## src/rtl/sc_pkg.sv

```systemverilog
package sc_pkg;
  localparam int DIR_W = 2;
  localparam int NBR = 1 << DIR_W;
  localparam int GW = 2;

  typedef struct packed {
    logic express;
    logic [DIR_W-1:0] dir;
    logic [NBR-1:0] routeEn;
  } ctrl_t;
endpackage

```

## src/rtl/sc_ctrl.sv

```systemverilog
module sc_ctrl
  import sc_pkg::*;
(
  input  logic clk,
  input  logic rstN,
  input  logic cfgLoad,
  input  logic cfgDiff,
  input  logic [DIR_W-1:0] cfgDir,
  output ctrl_t ctrl
);
  logic diffQ;
  logic [DIR_W-1:0] dirQ;
  logic [NBR-1:0] enVec;

  always_ff @(posedge clk) begin
    if (!rstN) begin
      diffQ <= 1'b0;
      dirQ <= '0;
    end else if (cfgLoad) begin
      diffQ <= cfgDiff;
      dirQ <= cfgDir;
    end
  end

  genvar n;
  generate
    for (n = 0; n < NBR; n++) begin : g_en
      assign enVec[n] = diffQ && (dirQ == DIR_W'(n));
    end
  endgenerate

  always_comb begin
    ctrl.express = diffQ;
    ctrl.dir = dirQ;
    ctrl.routeEn = enVec;
  end
endmodule

```

## src/rtl/sc_route_mux.sv

```systemverilog
module sc_route_mux
  import sc_pkg::*;
(
  input  logic en,
  input  logic chain,
  input  logic moved,
  input  logic [DIR_W-1:0] where,
  input  logic upWc,
  input  logic [NBR-1:0] upSpare,
  output logic routed
);
  always_comb begin
    routed = 1'b0;
    if (en && chain) begin
      if (moved) routed = upSpare[where];
      else routed = upWc;
    end
  end
endmodule

```

## src/rtl/sc_datapath.sv

```systemverilog
module sc_datapath
  import sc_pkg::*;
#(
  parameter logic [NBR*GW-1:0] GENOME = 8'b01110001
) (
  input  ctrl_t ctrl,
  input  logic [NBR-1:0] opA,
  input  logic [NBR-1:0] opB,
  input  logic [NBR-1:0] upWc,
  input  logic [NBR*NBR-1:0] upSpare,
  input  logic [NBR-1:0] upMoved,
  input  logic [NBR*DIR_W-1:0] upWhere,
  output logic sum,
  output logic carry,
  output logic outValid,
  output logic [NBR-1:0] routeActive
);
  logic [NBR-1:0] routedVec;
  logic [GW-1:0] gene;
  logic aSel, bSel, cinSel;

  genvar n;
  generate
    for (n = 0; n < NBR; n++) begin : g_mux
      sc_route_mux i_mux (
        .en(ctrl.routeEn[n]),
        .chain(GENOME[n*GW]),
        .moved(upMoved[n]),
        .where(upWhere[n*DIR_W +: DIR_W]),
        .upWc(upWc[n]),
        .upSpare(upSpare[n*NBR +: NBR]),
        .routed(routedVec[n])
      );
    end
  endgenerate

  always_comb begin
    gene = GENOME[ctrl.dir*GW +: GW];
    aSel = opA[ctrl.dir] & ctrl.express;
    bSel = (opB[ctrl.dir] ^ gene[1]) & ctrl.express;
    cinSel = |routedVec;
    sum = aSel ^ bSel ^ cinSel;
    carry = (aSel & bSel) | (aSel & cinSel) | (bSel & cinSel);
    outValid = ctrl.express;
    routeActive = ctrl.routeEn;
  end
endmodule

```

## src/rtl/spare_cell.sv

```systemverilog
module spare_cell
  import sc_pkg::*;
#(
  parameter logic [NBR*GW-1:0] GENOME = 8'b01110001
) (
  input  logic clk,
  input  logic rstN,
  input  logic cfgLoad,
  input  logic cfgDiff,
  input  logic [DIR_W-1:0] cfgDir,
  input  logic [NBR-1:0] opA,
  input  logic [NBR-1:0] opB,
  input  logic [NBR-1:0] upWc,
  input  logic [NBR*NBR-1:0] upSpare,
  input  logic [NBR-1:0] upMoved,
  input  logic [NBR*DIR_W-1:0] upWhere,
  output logic sum,
  output logic carry,
  output logic outValid,
  output logic [NBR-1:0] routeActive
);
  ctrl_t ctrl;

  sc_ctrl i_ctrl (
    .clk(clk), .rstN(rstN), .cfgLoad(cfgLoad),
    .cfgDiff(cfgDiff), .cfgDir(cfgDir), .ctrl(ctrl)
  );

  sc_datapath #(.GENOME(GENOME)) i_dp (
    .ctrl(ctrl), .opA(opA), .opB(opB), .upWc(upWc), .upSpare(upSpare),
    .upMoved(upMoved), .upWhere(upWhere), .sum(sum), .carry(carry),
    .outValid(outValid), .routeActive(routeActive)
  );
endmodule

```

## config.mk

```make
export PLATFORM = sky130hd
export DESIGN_NAME = spare_cell
export DESIGN_NICKNAME = d
export VERILOG_FILES = /design/src/rtl/sc_pkg.sv /design/src/rtl/sc_ctrl.sv /design/src/rtl/sc_route_mux.sv /design/src/rtl/sc_datapath.sv /design/src/rtl/spare_cell.sv
export SDC_FILE = /design/constraint.sdc
export NUM_CORES = 1
export LEC_CHECK = 0
export BUFFER_PORTS_ARGS = -buffer_cell sky130_fd_sc_hd__buf_4
export CAP_MARGIN = 20
export CELL_PAD_IN_SITES_DETAIL_PLACEMENT = 1
export CELL_PAD_IN_SITES_GLOBAL_PLACEMENT = 1
export CORE_MARGIN = 2
export CORE_UTILIZATION = 16
export CTS_CLUSTER_DIAMETER = 80
export CTS_CLUSTER_SIZE = 16
export DETAILED_ROUTE_END_ITERATION = 10
export PLACE_DENSITY_LB_ADDON = 0.3
export SLEW_MARGIN = 5
export SYNTH_ARGS = -nofsm -noshare
export SYNTH_HDL_FRONTEND = slang
export SYNTH_SLANG_ARGS = --single-unit
export TNS_END_PERCENT = 20
```

## constraint.sdc

```tcl
create_clock -name clk -period 1.5 [get_ports clk]
set_input_delay 0.075 -clock clk [delete_from_list [all_inputs] [get_ports clk]]
set_output_delay 0.075 -clock clk [all_outputs]
set_load 0.01 [all_outputs]
```

==> summary.txt <==
Place
  – GPL Wtd Cong: 0.661
  – Dpl cells: 111
  – DP Area: 757 um2
  – IO Port Bufs: 44
  – Dpl hpwl: 1.21 mm

Finish
  – Most frequent cells in the layout: 48 x buf_4, 5 x mux4_2, 5 x nor2b_1
  – Synth-to-Final Area Change: 111%
  – Post-route cell area: 820 um2
  – Share of cells above drive strength 1: 75.9%
  – Most common cell after layout, fill and taps aside: buf_4
  – Nets@finish: 135
  – Non-Filler Instances: 115
  – Antenna Cells: 0
  – Final Util: 36.3%

Pwr
  – Final Power: 0.000417 W
  – Internal power: 0.000312 W
  – Maximum vdd drop: 0.000192 V
  – Comb pwr share: 43.5%
  – Leakage power figure: 0.403 nW
  – Seq pwr share: 22.4%
  – Share of total power in the clock network: 34.2%
  – P_sw: 0.000106 W
  – Switching part of the total: 25.3%
  – Pwr Density: 509 nW/um2

Setup path
  – Data arrival, critical path: 1.79 ns
  – Worst Setup End Kind: output pin
  – WP buf/inv: 2
  – Critical path's slowest cell: mux4_2
  – Crit path cell chain: mux4_2 > nand2_2 > fa_1 > inv_2 > buf_6
  – Worst Path Required: 1.42 ns
  – Delay-heaviest family, CP: multiplexers
  – WS Path Type: flop to output pin
  – CP Max Fanout: 5
  – Slowest stage delay, CP: 0.51 ns
  – Crit start category: flop

Detailed routing
  – Post-route ant nets: 0
  – DR vias: 476
  – Drt first pass iters: 3
  – Drt wl/cell: 12.0 um
  – Drt total wl: 1.39 mm
  – DR iter-0 viols: 2
  – # DRC: 0
  – Vias per std cell: 4.14

Logic synthesis
  – Post-Syn Area per Cell: 10.2 um2
  – Post-Syn Area: 388 um2
  – Syn Inst Count: 38
  – Ys Warns: 0
  – Synth Net Count: 85
  – Synthesized flop and latch total: 3
  – Synth unique cells: 15
  – Seq/Total Area, Yosys: 15.5%

Global route
  – Pin count of the biggest net entering global routing: 7
  – Initial antenna violation count: 0
  – Vias in the first global route: 543
  – Grt total ovfl: 0
  – All-Layer GR Usage: 11.0%
  – First-pass GRT wire length: 2.21 mm

Clock network
  – Clock sink count: 3
  – TritonCTS buffer count: 3
  – CTS tree: built
  – Post-CTS setup buffers: 0
  – Root Driver: clkbuf_4
  – Clock-pin slew on the worst setup and hold paths: 0.04 ns
  – Clock tree buffer depth: 2
  – CTS Hold Bufs: 0
  – Worst skew pair latency: 0.23 ns
  – H-tree levels: 1

Floorplan
  – Initial Utilization: 17.2%
  – Die area: 2830 um2
  – Core box area: 2250 um2
  – # IOs: 53
  – Die height: 53.2 um
  – Chip Width: 53.2 um
  – Number of placement rows: 17

Timing
  – Max_slew headroom: 87.2%
  – Max Slew Vio Count: 0
  – RSZ-0062 raised after global routing: yes
  – Minimum clock period: 1.87 ns
  – Worst Skew: 0 ns
  – Fin Hold WS: 0.0728 ns
  – Final setup vio count: 2
  – Worst-Margin Slew: 0.192 ns
  – Fmax: 535 MHz
  – Part of the cycle the worst path needs: 125%
  – Final setup margin: -0.368 ns
  – Final Hold Fails: 0

Worst hold path
  – Hold Crit Class: primary input to flop

Status
  – Status: finished, violations left
  – Failing checks: negative setup slack

Job
  – Max_cap viols: 0
path summary, 6_finish.rpt:
| path | depth (start not counted) | slack (ns) | endpoint | start |
|---|---|---|---|---|
| worst max-delay path | 5 | -0.37 | sum | i_ctrl.dirQ[0] |
| worst min-delay path | 2 | 0.07 | i_ctrl.diffQ | rstN |
| worst max register to register | 3 | 0.74 | i_ctrl.diffQ | i_ctrl.diffQ |
| worst min register to register | 2 | 0.59 | i_ctrl.dirQ[0] | i_ctrl.dirQ[0] |
worst reg2reg max path: stages, from the launching register on:
cell and delay [ns]:
dfxtp_1 0.32, buf_4 0.15, mux2i_1 0.12, nor2b_1 0.06
flip-flops by register name (all words and copies together), names as in the netlist:
register and cells:
i_ctrl.dirQ 2, i_ctrl.diffQ 1
layout make-up:
cell class                      count  area (um2)
Fill cell                         295        1440
Timing Repair Buffer               50         383
Multi-Input combinational cell     26         295
Sequential cell                     3        65.1
Tap cell                           28        35.0
Clock buffer                        4        26.3
Inverter                            4        15.0
power groups by stage:
stage | combinational (W) | sequential, W | clock, W
2_1_floorplan | 0.0000659 | 0.0000919 | 0
3_3_place_gp | 0.000166 | 0.0000936 | 0
3_5_place_dp | 0.000171 | 0.0000942 | 0
4_1_cts | 0.000180 | 0.0000930 | 0.000150
5_1_grt | 0.000198 | 0.0000944 | 0.000159
6_report | 0.000181 | 0.0000934 | 0.000143
cell families (layout without fill, tap and decap cells):
| group | count (synthesis) | after routing | synth area share (%) |
|---|---|---|---|
| fa+ha+maj | 1 | 1 | 5.16 |
| compound gates | 3 | 3 | 6.78 |
| simple gates | 13 | 13 | 18.4 |
| mux | 9 | 9 | 39.7 |
| buf+inv | 9 | 58 | 14.5 |
| flops | 3 | 3 | 15.5 |
cells in the mapped netlist:
master	number	area share, %
a211o_1	2	4.5
a32oi_1	1	2.3
and2_1	1	1.6
buf_4	4	7.7
buf_6	1	2.9
dfxtp_1	3	15
fa_1	1	5.2
inv_1	4	3.9
mux2_2	1	2.9
mux2i_1	3	7.7
mux4_2	5	29
nand2_1	3	2.9
nor2_1	2	1.9
nor2b_1	5	8.1
nor3b_1	2	3.9
per-stage QoR:
| stage | setup slack [ns] | setup TNS, ns |
|---|---|---|
| 6_report | -0.368 | -0.514 |
| 5_1_grt | -0.434 | -0.658 |
| 4_1_cts | -0.368 | -0.545 |
| 3_5_place_dp | -0.370 | -0.490 |
| 3_3_place_gp | -0.361 | -0.473 |
| 2_1_floorplan | -0.131 | -0.131 |
what timing repair did:
| action | CTS | global route |
|---|---|---|
| pin swaps | 3 | 2 |
| gates resized for setup | 8 | 2 |
| endpoints found under the hold margin | 0 | 0 |
| endpoints found under the setup margin | 2 | 2 |
routing by layer:
layer	vias to the layer above	global-route usage [%]	wire, um
met1	218	10.8	515
li1	232	-	-
met5	-	0	0
met3	0	2.82	101
met2	26	21.8	769
met4	0	3.85	0
(Power assumes the default switching activity.)
